==> src/rtl/sdc_pkg.sv <==
package sdc_pkg;

  typedef enum logic [1:0] {
    CHAIN_NONE      = 2'd0,
    CHAIN_BCD       = 2'd1,
    CHAIN_BIQUINARY = 2'd2
  } chain_e;

  localparam int HI_MOD = 5;
  localparam int HI_W   = $clog2(HI_MOD);
  localparam logic [HI_W-1:0] HI_TOP = HI_W'(HI_MOD - 1);
  localparam int Q_W    = HI_W + 1;

  // next value of the divide-by-five section
  function automatic logic [HI_W-1:0] hi_next(input logic [HI_W-1:0] c);
    return (c == HI_TOP) ? '0 : c + 1'b1;
  endfunction

  // two-input AND gate of a control
  function automatic logic gate2(input logic a, input logic b);
    return a & b;
  endfunction

  function automatic logic [Q_W-1:0] pack_q(input logic lo, input logic [HI_W-1:0] hi);
    return {hi, lo};
  endfunction

endpackage

==> src/rtl/sdc_fall_detect.sv <==
module sdc_fall_detect #(
  parameter int STAGES = 2
) (
  input  logic clk,
  input  logic rst_n,
  input  logic din,
  output logic fall
);
  localparam int LAST = STAGES - 1;

  logic [STAGES-1:0] sync_q;
  logic              prev_q;

  genvar gi;
  generate
    for (gi = 0; gi < STAGES; gi++) begin : g_sync
      if (gi == 0) begin : g_first
        always_ff @(posedge clk or negedge rst_n) begin
          if (!rst_n) sync_q[gi] <= 1'b0;
          else        sync_q[gi] <= din;
        end
      end else begin : g_next
        always_ff @(posedge clk or negedge rst_n) begin
          if (!rst_n) sync_q[gi] <= 1'b0;
          else        sync_q[gi] <= sync_q[gi-1];
        end
      end
    end
  endgenerate

  always_ff @(posedge clk or negedge rst_n) begin
    if (!rst_n) prev_q <= 1'b0;
    else        prev_q <= sync_q[LAST];
  end

  assign fall = prev_q & ~sync_q[LAST];

  // a fall strobe lasts exactly one system cycle
  p_fall_single_r10: assert property (@(posedge clk) disable iff (!rst_n)
    fall |=> !fall);

endmodule

==> src/rtl/sdc_lo_stage.sv <==
module sdc_lo_stage (
  input  logic clk,
  input  logic rst_n,
  input  logic step,
  input  logic clear,
  input  logic preset,
  output logic q_lo
);
  always_ff @(posedge clk or negedge rst_n) begin
    if (!rst_n)      q_lo <= 1'b0;
    else if (clear)  q_lo <= 1'b0;
    else if (preset) q_lo <= 1'b1;
    else if (step)   q_lo <= ~q_lo;
  end

  p_toggle_r1: assert property (@(posedge clk) disable iff (!rst_n)
    (step && !clear && !preset) |=> (q_lo != $past(q_lo)));
  p_hold_r9: assert property (@(posedge clk) disable iff (!rst_n)
    (!step && !clear && !preset) |=> $stable(q_lo));
  p_clear_r6: assert property (@(posedge clk) disable iff (!rst_n)
    clear |=> (q_lo == 1'b0));

endmodule

==> src/rtl/sdc_hi_stage.sv <==
module sdc_hi_stage
  import sdc_pkg::*;
(
  input  logic            clk,
  input  logic            rst_n,
  input  logic            step,
  input  logic            clear,
  input  logic            preset,
  output logic [HI_W-1:0] cnt
);
  always_ff @(posedge clk or negedge rst_n) begin
    if (!rst_n)      cnt <= '0;
    else if (clear)  cnt <= '0;
    else if (preset) cnt <= HI_TOP;
    else if (step)   cnt <= hi_next(cnt);
  end

  p_range_r2: assert property (@(posedge clk) disable iff (!rst_n)
    cnt <= HI_TOP);
  p_wrap_r2: assert property (@(posedge clk) disable iff (!rst_n)
    (step && !clear && !preset && cnt == HI_TOP) |=> (cnt == '0));
  p_clear_r8: assert property (@(posedge clk) disable iff (!rst_n)
    clear |=> (cnt == '0));

endmodule

==> src/rtl/split_decade_counter.sv <==
module split_decade_counter
  import sdc_pkg::*;
#(
  parameter chain_e CHAIN       = CHAIN_BCD,
  parameter int     SYNC_STAGES = 2
) (
  input  logic       clk,
  input  logic       rst_n,
  input  logic       lo_clk,
  input  logic       hi_clk,
  input  logic       clr_a,
  input  logic       clr_b,
  input  logic       nine_a,
  input  logic       nine_b,
  output logic [3:0] q
);
  localparam bit LO_FROM_PIN = (CHAIN != CHAIN_BIQUINARY);
  localparam bit HI_FROM_PIN = (CHAIN != CHAIN_BCD);

  logic            pin_lo_fall, pin_hi_fall;
  logic            clear_evt, preset_evt, hold_evt;
  logic            q_lo;
  logic [HI_W-1:0] hi_cnt;
  logic            q0_fall_evt, q3_fall_evt;
  logic            lo_step, hi_step;

  sdc_fall_detect #(.STAGES(SYNC_STAGES)) u_lo_edge (
    .clk(clk), .rst_n(rst_n), .din(lo_clk), .fall(pin_lo_fall));
  sdc_fall_detect #(.STAGES(SYNC_STAGES)) u_hi_edge (
    .clk(clk), .rst_n(rst_n), .din(hi_clk), .fall(pin_hi_fall));

  assign clear_evt  = gate2(clr_a, clr_b);
  assign preset_evt = gate2(nine_a, nine_b) & ~clear_evt;
  assign hold_evt   = clear_evt | preset_evt;

  // output falls of a pin-driven section, used as the next section's strobe
  assign q0_fall_evt = pin_lo_fall & q_lo & ~hold_evt;
  assign q3_fall_evt = pin_hi_fall & (hi_cnt == HI_TOP) & ~hold_evt;

  assign lo_step = LO_FROM_PIN ? pin_lo_fall : q3_fall_evt;
  assign hi_step = HI_FROM_PIN ? pin_hi_fall : q0_fall_evt;

  sdc_lo_stage u_lo (
    .clk(clk), .rst_n(rst_n), .step(lo_step), .clear(clear_evt),
    .preset(preset_evt), .q_lo(q_lo));
  sdc_hi_stage u_hi (
    .clk(clk), .rst_n(rst_n), .step(hi_step), .clear(clear_evt),
    .preset(preset_evt), .cnt(hi_cnt));

  assign q = pack_q(q_lo, hi_cnt);

  p_clr_wins_r8: assert property (@(posedge clk) disable iff (!rst_n)
    clear_evt |=> (q == 4'd0));
  p_nine_r7: assert property (@(posedge clk) disable iff (!rst_n)
    (gate2(nine_a, nine_b) && !gate2(clr_a, clr_b)) |=> (q == 4'd9));
  p_bcd_range_r4: assert property (@(posedge clk) disable iff (!rst_n)
    (CHAIN == CHAIN_BCD) |-> (q <= 4'd9));
  p_bq_lo_moves_r5: assert property (@(posedge clk) disable iff (!rst_n)
    ((CHAIN == CHAIN_BIQUINARY) && (q[0] != $past(q[0])) && !$past(hold_evt))
      |-> (($past(q[3:1]) == HI_TOP) && (q[3:1] == '0)));

endmodule

==> config.mk <==
export PLATFORM = sky130hd
export DESIGN_NAME = split_decade_counter
export DESIGN_NICKNAME = d
export VERILOG_FILES = /design/src/rtl/sdc_pkg.sv /design/src/rtl/sdc_fall_detect.sv /design/src/rtl/sdc_lo_stage.sv /design/src/rtl/sdc_hi_stage.sv /design/src/rtl/split_decade_counter.sv
export SDC_FILE = /design/constraint.sdc
export NUM_CORES = 1
export LEC_CHECK = 0
export BUFFER_PORTS_ARGS = -buffer_cell sky130_fd_sc_hd__clkbuf_2
export CAP_MARGIN = 20
export CORE_AREA = 2 2 39 41
export CTS_BUF_LIST = sky130_fd_sc_hd__clkbuf_2 sky130_fd_sc_hd__clkbuf_4 sky130_fd_sc_hd__clkbuf_8
export DETAILED_ROUTE_END_ITERATION = 12
export DIE_AREA = 0 0 41 43
export PLACE_DENSITY = 0.56
export SYNTH_ARGS = -nofsm -noshare
export SYNTH_HDL_FRONTEND = slang
export SYNTH_SLANG_ARGS = --single-unit
==> constraint.sdc <==
create_clock -name clk -period 1.55 [get_ports clk]
set_input_delay 0.0775 -clock clk [delete_from_list [all_inputs] [get_ports clk]]
set_output_delay 0.0775 -clock clk [all_outputs]
set_load 0.01 [all_outputs]
# After elaboration in Yosys (flattened, before gate mapping)

Index checks and enable logic that the tools add are counted.

Bits in registers: 7
Logic and storage cells: 27
Output and inout port bits: 4
Input bits: 8

Reduce and logical (&&, ||, !) cells: 2
Mux-type cells: 7
Add/subtract/negate cells: 1
Bitwise gates (word level): 11
Equal/unequal tests: 1

Operator list:

| cell                                                          | number |
|---|---|
| 3-bit two-way mux                                             | 4 |
| 1-bit AND                                                     | 6 |
| 3-bit nonzero test                                            | 2 |
| 1-bit NOT                                                     | 4 |
| 3-bit by 1-bit adder with 3-bit output, second input constant | 1 |
| 3-bit == test, second input constant                          | 1 |
| 1-bit two-way mux                                             | 3 |
| 1-bit OR                                                      | 1 |

# Logic depth before layout (Yosys ltp)

Gate-level depths: netlist of run 1.

Word-level depth: 9
Mapped depth: 5
Gate-level depth less buffers: 5

# Cells and area by module

From an unflattened synthesis of run 1, not the netlist that was laid out.

Cells, all modules: 31
Area, all modules: 339.1 µm²

Modules (own cells, without submodules):

| module               | area each (µm²) | cells an instance | instances |
|---|---|---|---|
| sdc_hi_stage         | 173.9           | 18                | 1 |
| sdc_fall_detect      | 88.8            | 4                 | 1 |
| sdc_lo_stage         | 42.5            | 4                 | 1 |
| split_decade_counter | 33.8            | 5                 | 1 |

# Worst setup path after synthesis of run 1

Ideal clock, no wire load.

Path kind: register -> register
Start point: register u_hi.cnt[0]
End point: register u_hi.cnt[2]
Data arrival time: 1.102 ns
Stages on the path, launching flop included: 4
Slack: 0.362 ns
Data required time: 1.464 ns
Path buffers: 0
Cell sequence: dfrtp_1 ha_1 or3b_1 a32oi_1

Longest elaborated chain between the ends: 5
Elaborated cells between the ends (all ways): 6
Classes of those cells: add/sub (1); eq/ne (1); mux (4)

Ends and longest elaborated chain:

| element                                                                        | line               | source |
|---|---|---|
| start: declaration                                                             | sdc_hi_stage.sv:9  | `output logic [HI_W-1:0] cnt` |
| start signal: assignment                                                       | sdc_hi_stage.sv:15 | `else if (step) cnt <= hi_next(cnt);` |
| 3-bit by 1-bit adder with 3-bit output / 3-bit == test (equally long branches) | sdc_pkg.sv:16      | `return (c == HI_TOP) ? '0 : c + 1'b1;` |
| 3-bit two-way mux *                                                            | sdc_pkg.sv:16      |  |
| 3-bit two-way mux *                                                            | sdc_hi_stage.sv:15 |  |
| 3-bit two-way mux *                                                            | sdc_hi_stage.sv:14 | `else if (preset) cnt <= HI_TOP;` |
| 3-bit two-way mux *                                                            | sdc_hi_stage.sv:13 | `else if (clear) cnt <= '0;` |

Every way passes the cells marked *; elsewhere a longest branch is shown, timed or not. The select of a mux whose other input is x is not followed.
A chain may end at the register's enable or synchronous reset.

# Worst setup path after layout of run 1

Start point: register u_lo_edge.sync_q[1]
End point: register u_hi.cnt[2]

Longest elaborated chain between the ends: 5

Ends and longest elaborated chain:

| element                             | line                       | source |
|---|---|---|
| start: declaration                  | sdc_fall_detect.sv:11      | `logic [STAGES-1:0] sync_q;` |
| start signal: indexed assignment    | sdc_fall_detect.sv:25      | `else sync_q[gi] <= sync_q[gi-1];` |
| 1-bit NOT                           | sdc_fall_detect.sv:36      | `assign fall = prev_q & ~sync_q[LAST];` |
| 1-bit AND                           | sdc_fall_detect.sv:36      |  |
| 1-bit AND (2 in a row)              | split_decade_counter.sv:37 | `assign q0_fall_evt = pin_lo_fall & q_lo & ~hold_evt;` |
| 3-bit nonzero test (no source line) | --                         |  |

No other way between the ends.

==> results of run 1 <==
## flip-flops by register name, summed over array words and instances (netlist names)
register / count
u_hi.cnt: 3
u_lo_edge.sync_q: 2
u_lo.q_lo: 1
u_lo_edge.prev_q: 1
## power breakdown
part / total [mW] / leakage (nW) / internal, mW / switching (mW)
registers: 0.215 / 0.0867 / 0.198 / 0.0168
logic: 0.0686 / 0.131 / 0.0380 / 0.0307
clock network: 0.182 / 0.0184 / 0.116 / 0.0664
total: 0.466 / 0.236 / 0.352 / 0.114
## layout by cell type (no fill, tap or decap), drive strengths merged, types with 2 or more instances in the layout
master and n:
ha 2, inv 2, clkbuf 14, nand2 4, dlygate4sd3 4, dfrtp 7, nor2 2
## kinds of logic after synthesis
| family | after synthesis | synth area share |
|---|---|---|
| and+or+nand+nor | 9 | 0.1756 |
| muxes | 1 | 0.03054 |
| xor gates and xnor gates | 1 | 0.02672 |
| AOI/OAI and AO/OA | 5 | 0.1107 |
| DFF | 7 | 0.5344 |
| adders and majority gates | 2 | 0.07632 |
| buffers and inverters | 3 | 0.04582 |
## worst register-to-register path, stage by stage (launching register included)
cell	delay, ns
dfrtp_1	0.39
nand3b_4	0.19
or3b_1	0.39
a32oi_1	0.19
## metal layers
metal | routed length [µm] | share of wire | up-vias | track usage
met5 | 0 | 0 | - | 0
met4 | 9 | 0.016 | 0 | 0.04000
met3 | 24 | 0.041 | 2 | 0.04712
met2 | 312 | 0.54 | 4 | 0.1438
met1 | 232 | 0.40 | 127 | 0.07895
li1 | - | - | 127 | -
## layout make-up
cell class	instances	area, µm²	area share
timing repair buffer	14	90.09	0.1957
tap	16	20.02	0.04348
multi-input combinational	18	137.6	0.2989
inverter	2	7.507	0.01630
sequential	7	175.2	0.3804
clock buffer	4	30.03	0.06522
## cells in the mapped netlist
master,count
a211o_2,1
a21boi_0,1
a21oi_1,1
a32oi_1,1
buf_4,1
dfrtp_1,7
ha_1,2
inv_1,2
mux2i_1,1
nand2_1,4
nand3b_4,1
nor2_1,2
nor2b_1,1
o21ai_0,1
or3b_1,1
xnor2_1,1
## how the worst min path moves through the flow
stage                          end  slack [ns]  cells after the start
6_report                 u_lo.q_lo        0.12                      3
5_1_grt                u_hi.cnt[2]        0.14                      3
4_1_cts                  u_lo.q_lo        0.13                      3
3_5_place_dp   u_lo_edge.sync_q[0]       -0.08                      1
3_3_place_gp   u_lo_edge.sync_q[0]       -0.08                      1
2_1_floorplan          u_hi.cnt[0]       -0.22                      0
## what timing repair did
action,CTS,global route
hold buffers,4,0
resized for setup,0,0
hold endpoints to repair,9,0
==> impl_metrics.py, run 1 <==
metrics = {
    "outcome": {
        "status": "finished clean",
    },
    "global_routing": {
        "grt_pass1_vias": 263,
        "grt_max_degree": 8,
        "overflow": 0,
        "grt.total_usage": 0.08595,
        "grt_pass1_wl_um": 986,
        "antenna_found_initial": 0,
    },
    "clock_tree": {
        "cts-htree-levels": 1,
        "clkTransAtPathRegs_ns": 0.05,
        "cts.sinks": 7,
        "cts_buffers": 3,
        "cts_tree": "yes",
        "root_buffer": "clkbuf_4",
        "postCtsSetupBuffers": 0,
        "cts_buffer_depth": 2,
        "clock_latency_ns": 0.25,
    },
    "place": {
        "dp_slack_ns": 0.3198,
        "portBuffers": 10,
        "gp_congestion": 0.6545,
        "dpl_cell_area_um2": 390.4,
        "dpl.cell_count": 53,
        "dpl.hpwl_um": 432.8,
    },
    "setup_path": {
        "crit_required_ns": 1.72,
        "cp_num_cells": 3,
        "slowest_delay_ns": 0.39,
        "start_kind": "flop",
        "r2r_cells": 3,
        "crit_path_end": "u_hi.cnt[2]",
        "rrSetupSlack_ns": 0.32,
        "end_kind": "flop",
        "rr_startpoint": "u_lo_edge.sync_q[1]",
        "r2r-end": "u_hi.cnt[2]",
        "slowest_stage": "dfrtp_1",
        "path_cells": "nand3b_4 > or3b_1 > a32oi_1",
        "cp-startpoint": "u_lo_edge.sync_q[1]",
        "criticalPathCategory": "flop to flop",
        "worstPathMaxFanout": 5,
        "cp.arrival_ns": 1.40,
        "cp.buffers_inverters": 0,
        "critical-path-top-delay-family": "simple AND/OR/NAND/NOR gates",
    },
    "die": {
        "start_util": 0.2369,
        "coreArea_um2": 1384,
        "die-area_um2": 1763,
        "die_x_um": 41,
        "rows": 14,
        "io_pins": 12,
        "die_h_um": 43,
    },
    "timing": {
        "worst_pin_slew_ns": 0.1716,
        "hold_viol_final": 0,
        "relSlewSlack": 0.8856,
        "setup_viol_count_final": 0,
        "rsz0062_at_grt": "false",
        "timing.fmax_mhz": 816.1,
        "finClkSkew_ns": 0.002176,
        "holdWs_ns": 0.1204,
        "fin_crit_sh": 0.7905,
        "min_period_ns": 1.225,
        "setup_ws_ns": 0.3247,
        "slew_violations": 0,
        "setup-tns-final_ns": 0,
    },
    "finish": {
        "fin_area_um2": 460.4,
        "final_nets": 56,
        "drive_gt1_frac": 0.3556,
        "num_antenna_cells": 0,
        "final_util": 0.3327,
        "fin_cells": 61,
        "synthToLayoutAreaGrowth_pct": 40.46,
        "nFillCells": 146,
    },
    "route": {
        "ant_nets": 0,
        "vias_per_cell": 4.262,
        "drt_wl_total_um": 579,
        "wl_per_cell_um": 9.492,
        "vias": 260,
        "drt-initial-drc-count": 4,
        "drcViolationCount": 0,
        "drtPass1Iterations": 3,
    },
    "pwr": {
        "ir_worst_vdd_v": 0.0003529,
        "p_leak_nw": 0.2359,
        "powerDensity_nw_per_um2": 1011,
        "finalPower_mw": 0.4656,
    },
    "synthesis": {
        "synth_area_um2": 327.8,
        "yosysWarnings": 0,
        "synth_area_leaders": "dfrtp_1 (53%), ha_1 (7.6%), nand3b_4 (6.1%)",
        "ys_seq_elements": 7,
        "synthCells": 28,
        "ys_types": 16,
        "synth_largest_area_cell": "dfrtp_1",
        "synth.avg_cell_area_um2": 11.71,
        "seq_area_frac_synth": 0.5344,
        "synth_fp_nets": 38,
        "yosys.area.top_type_share": 0.5344,
    },
    "min_path": {
        "hp-class": "input port to flop",
        "hp-start": "nine_b",
    },
    "job": {
        "max_cap_violations": 0,
    },
}
Power figures use the tool's default switching activity.
==> run 2, diff against run 1 <==
clock period = 1.2 ns   (was 1.55 ns; I/O delays follow)
==> impl_metrics.py, run 2 (synthesis gave the netlist of run 1 again) <==
metrics = {
    "setup_path": {
        "r2r-end": "u_hi.cnt[2]",
        "end_kind": "flop",
        "rr_startpoint": "u_hi.cnt[1]",
        "criticalPathCategory": "flop to flop",
        "worstPathMaxFanout": 4,
        "path_cells": "ha_2 > or3b_1 > a32oi_1",
        "slowest_delay_ns": 0.39,
        "r2r_cells": 3,
        "critical-path-top-delay-family": "flip-flops",
        "start_kind": "flop",
        "rrSetupSlack_ns": 0.008,
        "crit_required_ns": 1.36,
        "cp.buffers_inverters": 0,
        "cp.arrival_ns": 1.36,
        "slowest_stage": "dfrtp_1",
    },
    "die": {
        "start_util": 0.2369,
        "die-area_um2": 1763,
        "die_x_um": 41,
        "io_pins": 12,
        "coreArea_um2": 1384,
        "die_h_um": 43,
        "rows": 14,
    },
    "place": {
        "gp_congestion": 0.6967,
        "portBuffers": 10,
        "dpl.cell_count": 57,
        "dpl_cell_area_um2": 420.4,
        "dpl.hpwl_um": 461.5,
    },
    "finish": {
        "multi_input_area_um2": 146.4,
        "seqCellArea_um2": 175.2,
        "final_cell_mix": "clkbuf_2 (10), dfrtp_1 (7)",
        "num_antenna_cells": 0,
        "final_nets": 60,
        "fin_cells": 65,
        "drive_gt1_frac": 0.4694,
        "nFillCells": 142,
        "fin_area_um2": 499.2,
        "final_common_cell": "clkbuf_2",
        "synthToLayoutAreaGrowth_pct": 52.29,
        "largest_register_ffs": 3,
        "reg_top3": "u_hi.cnt (3), u_lo_edge.sync_q (2)",
        "max_flop_register": "u_hi.cnt",
    },
    "timing": {
        "relSlewSlack": 0.8839,
        "min_period_ns": 1.192,
        "hold_viol_final": 0,
        "worst_pin_slew_ns": 0.1742,
        "finClkSkew_ns": 0.002123,
        "fin_crit_sh": 0.9932,
        "rsz0062_at_grt": "true",
        "slew_violations": 0,
        "holdWs_ns": 0.1232,
        "timing.fmax_mhz": 839.0,
        "setup_viol_count_final": 0,
    },
    "route": {
        "ant_nets": 0,
        "drt_wl_total_um": 625,
        "drcViolationCount": 0,
        "vias_per_cell": 4.185,
        "drt-initial-drc-count": 5,
        "vias": 272,
        "wl_per_cell_um": 9.615,
        "drtPass1Iterations": 4,
    },
    "min_path": {
        "hp-class": "input port to flop",
        "hold_depth": 3,
        "hp-start": "nine_b",
        "hold-path-endpoint": "u_lo.q_lo",
    },
    "outcome": {
        "status": "finished clean",
    },
    "global_routing": {
        "grt_pass1_vias": 281,
        "grt.total_usage": 0.09726,
        "grt_pass1_wl_mm": 1.117,
        "overflow": 0,
        "grt_max_degree": 8,
        "antenna_found_initial": 0,
    },
    "clock_tree": {
        "cts_buffers": 3,
        "clkTransAtPathRegs_ns": 0.05,
        "cts_buffer_depth": 2,
        "root_buffer": "clkbuf_4",
        "cts-htree-levels": 1,
        "cts_tree": "yes",
        "clock_latency_ns": 0.25,
        "cts.sinks": 7,
    },
    "pwr": {
        "p_leak_nw": 0.2512,
        "ir_worst_vdd_v": 0.0009751,
        "powerDensity_nw_per_um2": 1249,
    },
    "job": {
        "max_cap_violations": 0,
    },
}
==> run 2: cell count changes in the layout (fill, tap and decap cells not counted), sizes merged <==
cell / delta
buf: +4
==> run 2: worst max-delay path by stage <==
stage,from,end,slack [ns],cells after the start
2_1_floorplan,u_hi.cnt[0],u_hi.cnt[2],0.01,3
3_3_place_gp,u_lo_edge.sync_q[1],u_hi.cnt[2],0.03,3
3_5_place_dp,u_lo_edge.sync_q[1],u_hi.cnt[2],0.005,3
4_1_cts,u_lo_edge.sync_q[1],u_hi.cnt[2],0.007,3
5_1_grt,u_hi.cnt[1],u_hi.cnt[2],-0.06,3
6_report,u_hi.cnt[1],u_hi.cnt[2],0.008,3
==> run 2: repair_timing <==
action	CTS	global route
endpoints found under the hold margin	9	0
hold buffers	4	0
setup buffers	0	0
pin swaps	1	2
resized for setup	0	3
endpoints found under the setup margin	1	2
==> run 2: layout make-up <==
cell class | instances | area share
Sequential cell | 7 | 0.3509
Multi-Input combinational cell | 18 | 0.2932
Timing Repair Buffer | 18 | 0.2406
Clock buffer | 4 | 0.06015
Tap cell | 16 | 0.04010
Inverter | 2 | 0.01504
==> run 2: metal layers <==
| layer | track usage | wire length, µm |
|---|---|---|
| met1 | 0.08940 | 244 |
| met5 | 0 | 0 |
| met4 | 0.04000 | 0 |
| met2 | 0.1594 | 367 |
| met3 | 0.06283 | 13 |
==> run 2: through the flow <==
stage / util / setup slack (ns) / setup TNS, ns / power, mW
detailed placement: 0.3038 / 0.004938 / 0 / 0.3820
global route: 0.3608 / -0.06102 / -0.06102 / 0.6747
finish: 0.3608 / 0.008112 / 0 / 0.6234
floorplan: - / 0.01234 / 0 / 0.3328
CTS: 0.3544 / 0.007314 / 0 / 0.6312
global placement: 0.3038 / 0.02767 / 0 / 0.3809
==> run 2: report_power, final <==
group	total, mW	switching [mW]	internal [mW]
Clock	0.234	0.0850	0.149
Combinational	0.117	0.0508	0.0662
Sequential	0.272	0.0162	0.256
Total	0.623	0.152	0.472
==> run 2: worst register-to-register path, delay by kind of cell (launching register included) <==
| family | cells | cell delay, ns |
|---|---|---|
| flops | 1 | 0.39 |
| simple gates | 1 | 0.34 |
| fa+ha+maj | 1 | 0.20 |
| compound gates | 1 | 0.18 |
